**src/rtl/refpfd_pkg.sv**
```systemverilog
package refpfd_pkg;

  typedef enum logic [1:0] {
    DRV_IDLE  = 2'b00,
    DRV_RAISE = 2'b01,
    DRV_LOWER = 2'b10,
    DRV_PAIR  = 2'b11
  } drv_state_e;

  // Oscillator strobes per reference strobe for a given select setting.
  function automatic int unsigned ref_period(input logic sel, input int unsigned log2_fast);
    return sel ? (32'd1 << log2_fast) : (32'd1 << (log2_fast + 1));
  endfunction

  // Last half-rate count before the reference strobe fires.
  function automatic int unsigned ref_half_limit(input logic sel, input int unsigned log2_fast);
    return (ref_period(sel, log2_fast) >> 1) - 1;
  endfunction

  function automatic drv_state_e classify(input logic up, input logic dn);
    return drv_state_e'({dn, up});
  endfunction

endpackage

```
**src/rtl/refpfd_halver.sv**
```systemverilog
module refpfd_halver (
  input  logic clk,
  input  logic rst,
  input  logic osc_tick,
  output logic half_tick
);

  logic phase_q;

  always_ff @(posedge clk) begin
    if (rst)           phase_q <= 1'b0;
    else if (osc_tick) phase_q <= ~phase_q;
  end

  assign half_tick = osc_tick & phase_q;

  p_half_needs_osc_r1: assert property (@(posedge clk) disable iff (rst)
    half_tick |-> osc_tick);

  p_half_alternates_r1: assert property (@(posedge clk) disable iff (rst)
    (half_tick && $past(osc_tick) && !$past(rst)) |-> !$past(half_tick));

endmodule

```
**src/rtl/refpfd_refchain.sv**
```systemverilog
module refpfd_refchain #(
  parameter int unsigned LOG2_FAST = 10
) (
  input  logic clk,
  input  logic rst,
  input  logic half_tick,
  input  logic ratio_sel,
  output logic ref_tick
);

  localparam int unsigned CW = LOG2_FAST;

  logic [CW-1:0] cnt_q;
  logic [CW-1:0] limit;
  logic          at_limit;

  assign limit    = CW'(refpfd_pkg::ref_half_limit(ratio_sel, LOG2_FAST));
  assign at_limit = (cnt_q >= limit);
  assign ref_tick = half_tick & at_limit;

  always_ff @(posedge clk) begin
    if (rst)            cnt_q <= '0;
    else if (ref_tick)  cnt_q <= '0;
    else if (half_tick) cnt_q <= cnt_q + 1'b1;
  end

  p_ref_under_half_r4: assert property (@(posedge clk) disable iff (rst)
    ref_tick |-> half_tick);

  p_ref_restarts_r2: assert property (@(posedge clk) disable iff (rst)
    ref_tick |=> (cnt_q == '0));

  p_count_holds_r3: assert property (@(posedge clk) disable iff (rst)
    !half_tick |=> $stable(cnt_q));

endmodule

```
**src/rtl/refpfd_detector.sv**
```systemverilog
module refpfd_detector (
  input  logic clk,
  input  logic rst,
  input  logic ref_tick,
  input  logic fb_strobe,
  output logic corr_val,
  output logic corr_oe,
  output logic lock
);
  import refpfd_pkg::*;

  logic       up_q;
  logic       dn_q;
  logic       pair_clear;
  drv_state_e state;

  assign pair_clear = up_q & dn_q;

  always_ff @(posedge clk) begin
    if (rst) begin
      up_q <= 1'b0;
      dn_q <= 1'b0;
    end else if (pair_clear) begin
      up_q <= ref_tick;
      dn_q <= fb_strobe;
    end else begin
      up_q <= up_q | ref_tick;
      dn_q <= dn_q | fb_strobe;
    end
  end

  assign state    = classify(up_q, dn_q);
  assign corr_oe  = (state == DRV_RAISE) || (state == DRV_LOWER);
  assign corr_val = (state == DRV_RAISE) || (state == DRV_PAIR);
  assign lock     = (state == DRV_IDLE);

  p_up_set_r5: assert property (@(posedge clk) disable iff (rst)
    (ref_tick && !pair_clear) |=> up_q);

  p_dn_set_r5: assert property (@(posedge clk) disable iff (rst)
    (fb_strobe && !pair_clear) |=> dn_q);

  p_pair_clears_r6: assert property (@(posedge clk) disable iff (rst)
    (pair_clear && !ref_tick && !fb_strobe) |=> (!up_q && !dn_q));

  p_drive_not_locked_r10: assert property (@(posedge clk) disable iff (rst)
    corr_oe |-> !lock);

  p_reset_idle_r11: assert property (@(posedge clk)
    rst |=> (lock && !corr_oe));

endmodule

```
**src/rtl/refdiv_pfd.sv**
```systemverilog
module refdiv_pfd #(
  parameter int unsigned LOG2_FAST = 10
) (
  input  logic clk,
  input  logic rst,
  input  logic osc_tick,
  input  logic ratio_sel,
  input  logic fb_strobe,
  output logic half_tick,
  output logic ref_tick,
  output logic corr_val,
  output logic corr_oe,
  output logic lock
);

  logic half_w;
  logic ref_w;

  refpfd_halver u_halver (
    .clk       (clk),
    .rst       (rst),
    .osc_tick  (osc_tick),
    .half_tick (half_w)
  );

  refpfd_refchain #(.LOG2_FAST(LOG2_FAST)) u_chain (
    .clk       (clk),
    .rst       (rst),
    .half_tick (half_w),
    .ratio_sel (ratio_sel),
    .ref_tick  (ref_w)
  );

  refpfd_detector u_det (
    .clk       (clk),
    .rst       (rst),
    .ref_tick  (ref_w),
    .fb_strobe (fb_strobe),
    .corr_val  (corr_val),
    .corr_oe   (corr_oe),
    .lock      (lock)
  );

  assign half_tick = half_w;
  assign ref_tick  = ref_w;

endmodule

```
**config.mk**
```make
export PLATFORM = sky130hd
export DESIGN_NAME = refdiv_pfd
export DESIGN_NICKNAME = d
export VERILOG_FILES = /design/src/rtl/refpfd_pkg.sv /design/src/rtl/refpfd_halver.sv /design/src/rtl/refpfd_refchain.sv /design/src/rtl/refpfd_detector.sv /design/src/rtl/refdiv_pfd.sv
export SDC_FILE = /design/constraint.sdc
export NUM_CORES = 1
export LEC_CHECK = 0
export BUFFER_PORTS_ARGS = -buffer_cell sky130_fd_sc_hd__buf_2
export CORE_MARGIN = 8
export CORE_UTILIZATION = 40
export CTS_BUF_LIST = sky130_fd_sc_hd__clkbuf_4
export DETAILED_ROUTE_END_ITERATION = 12
export GPL_TIMING_DRIVEN = 1
export SYNTH_ARGS = -nofsm -noshare
export SYNTH_HDL_FRONTEND = slang
export SYNTH_HIERARCHICAL = 1
export SYNTH_SLANG_ARGS = --single-unit
```
**constraint.sdc**
```tcl
create_clock -name clk -period 4.78 [get_ports clk]
set_clock_uncertainty 0.1 [all_clocks]
set_input_delay 1.195 -clock clk [delete_from_list [all_inputs] [get_ports clk]]
set_output_delay 1.195 -clock clk [all_outputs]
set_load 0.005 [all_outputs]
```
==> results by group, run 1 <==
Synth
  – Yosys top cell area share: 40.9%
  – Top-count cell post-synth: dfxtp_1
  – Complex-gate fraction of the synthesized area: 6.48%
  – Yosys cell types: 21
  – Largest family of logic cells by synthesized area: simple AND/OR/NAND/NOR gates
  – Flops & latches, synth: 13
  – Mux cell area share after synthesis: 1.57%
  – Synthesized area: 637 um2
  – Prevailing post-synth register cell: dfxtp_1
  – Syn Nets: 77
  – EDFF count, synth: 0
  – Sequential element share of the synthesized area: 40.9%
  – Synth top area cells: dfxtp_1 41%, ha_1 9.8%, nor2_1 7.1%
  – Syn Area/Cell: 9.51 um2
  – Post-synthesis xor/xnor area fraction: 13.8%
  – Simple logic cell fraction of the synthesized area: 24.6%
  – Dominant cell type by area after synthesis: dfxtp_1
  – Post-synthesis adder-cell area fraction: 9.82%
  – Most common library cells after synthesis: 13 x dfxtp_1, 12 x nor2_1
  – Cells after Synth: 67
  – Asr flop ratio synth: 0%
  – Number of synthesis warnings: 6

Timing
  – Setup tns final: 0 ps
  – Fin worst setup slack: 1240 ps
  – Slew Limit Fails: 0
  – Final Setup Violations: 0
  – Final worst path period need: 3540 ps
  – F_max: 0.283 GHz
  – RSZ-0062 raised after global routing: false
  – Crit share post-route: 74.0%
  – Slew at the pin closest to its max-slew limit: 284 ps
  – Final Hold Fails: 0
  – Relative slew slack: 81.0%

Worst setup path
  – Setup Crit Path Kind: in -> out
  – CP Capture Type: primary output
  – CP peak stage delay: 270 ps
  – Worst-path fanout max: 2
  – Crit path cell chain: buf_2 -> ha_1 -> and4_1 -> a31oi_2 -> nor2_1 -> buf_2
  – CP max stage cell: ha_1
  – CP bufs+invs: 2
  – Startpoint Class: primary input
  – CP required: 3480 ps
  – Critical path's most frequent cell: buf_2
  – Arr. time, crit path: 2240 ps
  – Top delay family on crit path: simple AND/OR/NAND/NOR gates

Pwr
  – VDD IR-drop max: 0.141 mV
  – Pwr dens: 272 nW/um2
  – Pleak: 0.305 nW

Clocking
  – CTS Buf Count: 3
  – Root buf cell: clkbuf_4
  – Post-CTS Setup Repair Bufs: 0
  – Clock latency on the worst-skew pair: 270 ps
  – CTS tree: yes
  – Clock Pin Slew Worst Setup and Hold Paths: 80 ps
  – Clk buf depth: 2
  – CTS Hold Bufs: 0
  – H-tree depth: 1
  – Resized cells post-CTS: 0
  – Clk sinks: 13

Global routing
  – Vias in the first global route: 470
  – First-pass GRT wire length: 1950 um
  – All-Layer GR Usage: 7.77%
  – Initial antenna violation count: 0
  – Overflow after GRT: 0
  – Pin count of the biggest net entering global routing: 11

Layout
  – # nets final: 91
  – P&R area growth vs syn: 14.9%
  – ANT cells: 0
  – Layout cells sized above 1: 23.8%
  – Fillers: 159

Drt
  – Drt pass-1 iters: 4
  – Routed WL: 1100 um
  – Final ANT Viol Nets: 0
  – First DRT Iteration DRCs: 10
  – Remaining DRCs: 0
  – Vias per cell: 4.83
  – WL per Instance: 11.5 um
  – Vias: 464

Floorplan
  – Core area: 1510 um2
  – Die Span X: 55.9 um
  – Die Span Y: 55.9 um
  – Die ar.: 3120 um2
  – Site row count: 14
  – IO Pins: 10
  – Initial Util: 42.3%

Flow run
  – # Max-Cap Violations: 0

Place
  – Port bufs: 9
  – Gp weighted congestion: 0.715
  – Pre-CTS WS: 1240 ps
  – DP HPWL: 822 um

Hold path
  – Min-Delay Path Class: reg -> reg

Run status
  – Status: finished clean
==> final timing paths <==
kind,from,cells after the start,slack [ps],end
worst max-delay path,ratio_sel,6,1240,ref_tick
worst min-delay path,u_det/dn_q,2,410,u_det/dn_q
worst max register to register,u_chain/cnt_q[9],5,3280,u_chain/cnt_q[7]
worst min register to register,u_det/dn_q,2,410,u_det/dn_q
==> placed cells by master (no fill, tap or decap), types with 2 or more instances in the layout <==
master	count
dfxtp_1	13
nor2_1	12
buf_2	9
inv_1	5
xnor2_1	5
xor2_1	5
ha_1	5
clkbuf_4	4
nand2_1	3
and4_1	2
nand4_1	2
nand3_1	2
nand2b_1	2
a21oi_1	2
==> power breakdown <==
part	total (mW)	switching, mW	internal (mW)
sequential	0.112	0.00176	0.111
combinational	0.0141	0.00724	0.00683
clock	0.0724	0.0344	0.0380
==> cell type report <==
type                            count  area, um2  area share [%]
Multi-Input combinational cell     49        358            48.9
Sequential cell                    13        260            35.6
Timing Repair Buffer                9       45.0            6.15
Clock buffer                        4       30.0            4.10
Tap cell                           16       20.0            2.74
Inverter                            5       18.8            2.56
==> worst reg2reg max path: cells and delay by family, from the launching register on <==
family | cells | cell delay, ps
adders and majority gates | 1 | 260
AOI/OAI and AO/OA | 2 | 410
DFF | 1 | 330
and+or+nand+nor | 2 | 290
==> metrics by stage <==
stage | instances | hold WS, ps | util, % | total power, mW | area, um2
2_1_floorplan | 67 | 360 | - | 0.124 | 637
3_3_place_gp | 92 | 389 | 46.6 | 0.129 | 702
3_5_place_dp | 92 | 404 | 46.6 | 0.129 | 702
4_1_cts | 96 | 417 | 48.6 | 0.202 | 732
5_1_grt | 96 | 442 | 48.6 | 0.212 | 732
6_report | 96 | 411 | 48.6 | 0.199 | 732
==> sequential cells by signal (all words and copies together), names as in the netlist <==
register          cells
u_halver/phase_q      1
u_det/up_q            1
u_det/dn_q            1
u_chain/cnt_q        10
==> layer usage <==
layer  vias to the layer above  wire length (um)  global-route usage [%]
met5                         -                 0                       0
met4                         0                40                    7.22
met3                         5                49                    3.20
met2                         8               495                    11.4
met1                       205               515                    8.22
li1                        246                 -                       -
==> logic make-up after synthesis <==
| kind of cell | count (synthesis) |
|---|---|
| adders and majority gates | 5 |
| muxes | 1 |
| and+or+nand+nor | 29 |
| DFF | 13 |
| xor gates and xnor gates | 10 |
| AOI/OAI and AO/OA | 4 |
| buffers and inverters | 5 |
No activity file was read; power rests on OpenSTA's default activity.
==> inputs of run 2 (changes only) <==
--- a/config.mk
+++ b/config.mk
@@ -5,6 +5,7 @@
 export SDC_FILE = /design/constraint.sdc
 export NUM_CORES = 1
 export LEC_CHECK = 0
+export ABC_AREA = 1
 export BUFFER_PORTS_ARGS = -buffer_cell sky130_fd_sc_hd__buf_2
 export CORE_MARGIN = 8
 export CORE_UTILIZATION = 40
==> constraint.sdc (replaced) <==
create_clock -name clk -period 3.5 [get_ports clk]
set_clock_uncertainty 0.1 [all_clocks]
set_input_delay 0.875 -clock clk [delete_from_list [all_inputs] [get_ports clk]]
set_output_delay 0.875 -clock clk [all_outputs]
set_load 0.005 [all_outputs]
==> results by group, run 2 <==
Drt
  – WL per Instance: 8.95 um (was 11.5 um)
  – First DRT Iteration DRCs: 5 (was 10)
  – Remaining DRCs: 0 (unchanged)
  – Drt pass-1 iters: 4 (unchanged)
  – Vias per cell: 4.24 (was 4.83)
  – Vias: 573 (was 464)
  – Final ANT Viol Nets: 0 (unchanged)
  – Routed WL: 1210 um (was 1100 um)

Clocking
  – CTS Hold Bufs: 0 (unchanged)
  – Post-CTS Setup Repair Bufs: 0 (unchanged)
  – Root buf cell: clkbuf_4 (unchanged)
  – Clock latency on the worst-skew pair: 270 ps (about the same)
  – CTS tree: yes (unchanged)
  – Clk sinks: 13 (unchanged)
  – Clk buf depth: 2 (unchanged)
  – Resized cells post-CTS: 0 (unchanged)
  – Clock Pin Slew Worst Setup and Hold Paths: 80 ps (about the same)
  – H-tree depth: 1 (unchanged)
  – CTS Buf Count: 3 (unchanged)

Place
  – Port bufs: 9 (unchanged)
  – Dpl cells: 131 (was 92)
  – Gp weighted congestion: 0.721 (was 0.715)
  – DP HPWL: 963 um (was 822 um)
  – Pre-CTS WS: 780 ps (was 1240 ps)

Global routing
  – First-pass GRT wire length: 2130 um (was 1950 um)
  – Overflow after GRT: 0 (unchanged)
  – All-Layer GR Usage: 8.10% (was 7.77%)
  – Initial antenna violation count: 0 (unchanged)
  – Vias in the first global route: 546 (was 470)
  – Pin count of the biggest net entering global routing: 11 (unchanged)

Hold path
  – Min-Delay Path Class: reg -> reg (unchanged)

Pwr
  – Pleak: 0.396 nW (was 0.305 nW)
  – VDD IR-drop max: 0.169 mV (was 0.141 mV)
  – Final total power: 0.269 mW (was 0.199 mW)
  – Pwr dens: 327 nW/um2 (was 272 nW/um2)

Floorplan
  – Die Span Y: 58.7 um (was 55.9 um)
  – Die Span X: 58.7 um (was 55.9 um)
  – Site row count: 15 (was 14)
  – Initial Util: 42.2% (was 42.3%)
  – IO Pins: 10 (unchanged)
  – Die ar.: 3450 um2 (was 3120 um2)
  – Core area: 1730 um2 (was 1510 um2)

Timing
  – Final worst path period need: 2720 ps
  – Final Hold Fails: 0 (unchanged)
  – RSZ-0062 raised after global routing: false (unchanged)
  – F_max: 0.368 GHz
  – Crit share post-route: 77.7%
  – Final Setup Violations: 0 (unchanged)
  – Setup tns final: 0 ps (unchanged)
  – Hold slack: 399 ps (was 411 ps)
  – Relative slew slack: 78.6% (was 81.0%)
  – Slew Limit Fails: 0 (unchanged)
  – Fin worst setup slack: 781 ps (was 1240 ps)
  – Slew at the pin closest to its max-slew limit: 321 ps (was 284 ps)

Synth
  – Syn Area/Cell: 7.44 um2 (was 9.51 um2)
  – Synth top area cells: dfxtp_1 36%, nand2_1 9.8%, inv_1 9.3% (was dfxtp_1 41%, ha_1 9.8%, nor2_1 7.1%)
  – Syn Nets: 108 (was 77)
  – Number of synthesis warnings: 6 (unchanged)
  – Most common library cells after synthesis: 19 x nand2_1, 18 x inv_1, 14 x nor2_1 (was 13 x dfxtp_1, 12 x nor2_1)
  – EDFF count, synth: 0 (unchanged)
  – Sequential element share of the synthesized area: 35.7% (was 40.9%)
  – Top-count cell post-synth: nand2_1 (was dfxtp_1)
  – Flops & latches, synth: 13 (unchanged)
  – Asr flop ratio synth: 0% (unchanged)
  – Yosys cell types: 19 (was 21)
  – Synthesized area: 729 um2 (was 637 um2)
  – Cells after Synth: 98 (was 67)
  – Yosys top cell area share: 35.7% (was 40.9%)
  – Prevailing post-synth register cell: dfxtp_1 (unchanged)
  – Dominant cell type by area after synthesis: dfxtp_1 (unchanged)

Layout
  – # nets final: 121 (was 91)
  – Non-filler instance count after layout: 135 (was 96)
  – ANT cells: 0 (unchanged)
  – Most common cell after layout, fill and taps aside: nand2_1 (was dfxtp_1)
  – P&R area growth vs syn: 13.0% (was 14.9%)
  – Layout cells sized above 1: 22.7% (was 23.8%)
  – Most frequent cells in the layout: 19 x nand2_1, 18 x inv_1, 14 x nor2_1 (was 13 x dfxtp_1, 12 x nor2_1, 9 x buf_2)
  – Fillers: 189 (was 159)
  – Register with the most flip-flops: u_chain/cnt_q (unchanged)
  – Max FFs per register: 10 (unchanged)

Worst setup path
  – Worst-path fanout max: 2 (unchanged)
  – Setup Crit Path Kind: in -> out (unchanged)
  – CP max stage cell: ha_1 (unchanged)
  – CP required: 2520 ps (was 3480 ps)
  – Startpoint Class: primary input (unchanged)
  – CP Capture Type: primary output (unchanged)
  – Critical path's most frequent cell: nand2_1 (was buf_2)
  – CP peak stage delay: 260 ps (was 270 ps)
  – Arr. time, crit path: 1740 ps (was 2240 ps)
  – Crit path cell chain: buf_2 -> ha_1 -> nand2_1 -> nor2_1 -> nand2_1 -> nand2_1 -> nand2_2 -> inv_1 -> buf_2 (was buf_2 -> ha_1 -> and4_1 -> a31oi_2 -> nor2_1 -> buf_2)

Flow run
  – # Max-Cap Violations: 0 (unchanged)

Run status
  – Status: finished clean (unchanged)
[run 2: cell types whose count changed in the layout (fill, tap and decap cells not counted), moves of 2 or more]
cell / previous run / this run
xnor2_1: 5 / 2
nor2_1: 12 / 14
inv_1: 5 / 18
and4_1: 2 / 0
nand2_4: 0 / 2
nand2b_1: 2 / 0
nand2_1: 3 / 19
nand2_2: 0 / 3
nor2_2: 1 / 5
[run 2: worst paths after layout]
kind	start	to	slack, ps	cells after the start
hold reg to reg	u_det/dn_q	u_det/dn_q	400	2
hold / removal	u_det/dn_q	u_det/dn_q	400	2
setup / recovery	ratio_sel	ref_tick	780	9
setup reg to reg	u_chain/cnt_q[0]	u_det/up_q	1980	9
[run 2: per-stage QoR]
stage	instance area, um2	utilization [%]
floorplan	729	-
global placement	795	46.0
detailed placement	795	46.0
CTS	825	47.8
global route	825	47.8
finish	825	47.8
[run 2: final cells by class]
class                           instances  area, um2  share of cell area (%)
Inverter                               19       71.3                    8.65
Tap cell                               25       31.3                    3.79
Timing Repair Buffer                    9       45.0                    5.46
Sequential cell                        13        260                    31.6
Multi-Input combinational cell         65        387                    46.9
Clock buffer                            4       30.0                    3.64
[run 2: report_power, final]
part	internal (mW)	switching, mW	leakage (nW)
clock network	0.0518	0.0464	0.0184
logic	0.00782	0.0102	0.272
registers	0.151	0.00255	0.105
total	0.210	0.0592	0.396
[run 2: routing by layer]
| layer | up-vias | GRT usage [%] | part of all wire (%) |
|---|---|---|---|
| met1 | 249 | 8.86 | 49 |
| met3 | 2 | 2.17 | 3.9 |
| met5 | - | 0 | 0 |
| li1 | 318 | - | - |
| met4 | 0 | 6.14 | 0.99 |
| met2 | 4 | 13.1 | 46 |
[run 2: cells by family after synthesis]
kind of cell / count (synthesis) / share of synthesized area [%]
compound gates: 2 / 1.37
mux: 1 / 1.37
xor+xnor: 7 / 9.43
buf+inv: 20 / 11.3
simple gates: 50 / 32.2
fa+ha+maj: 5 / 8.58
flops: 13 / 35.7
[run 2: worst max-delay path: cells and delay by family]
family                     cells  cell delay, ps
adders and majority gates      1             260
and+or+nand+nor                5             320
buffers and inverters          3             290
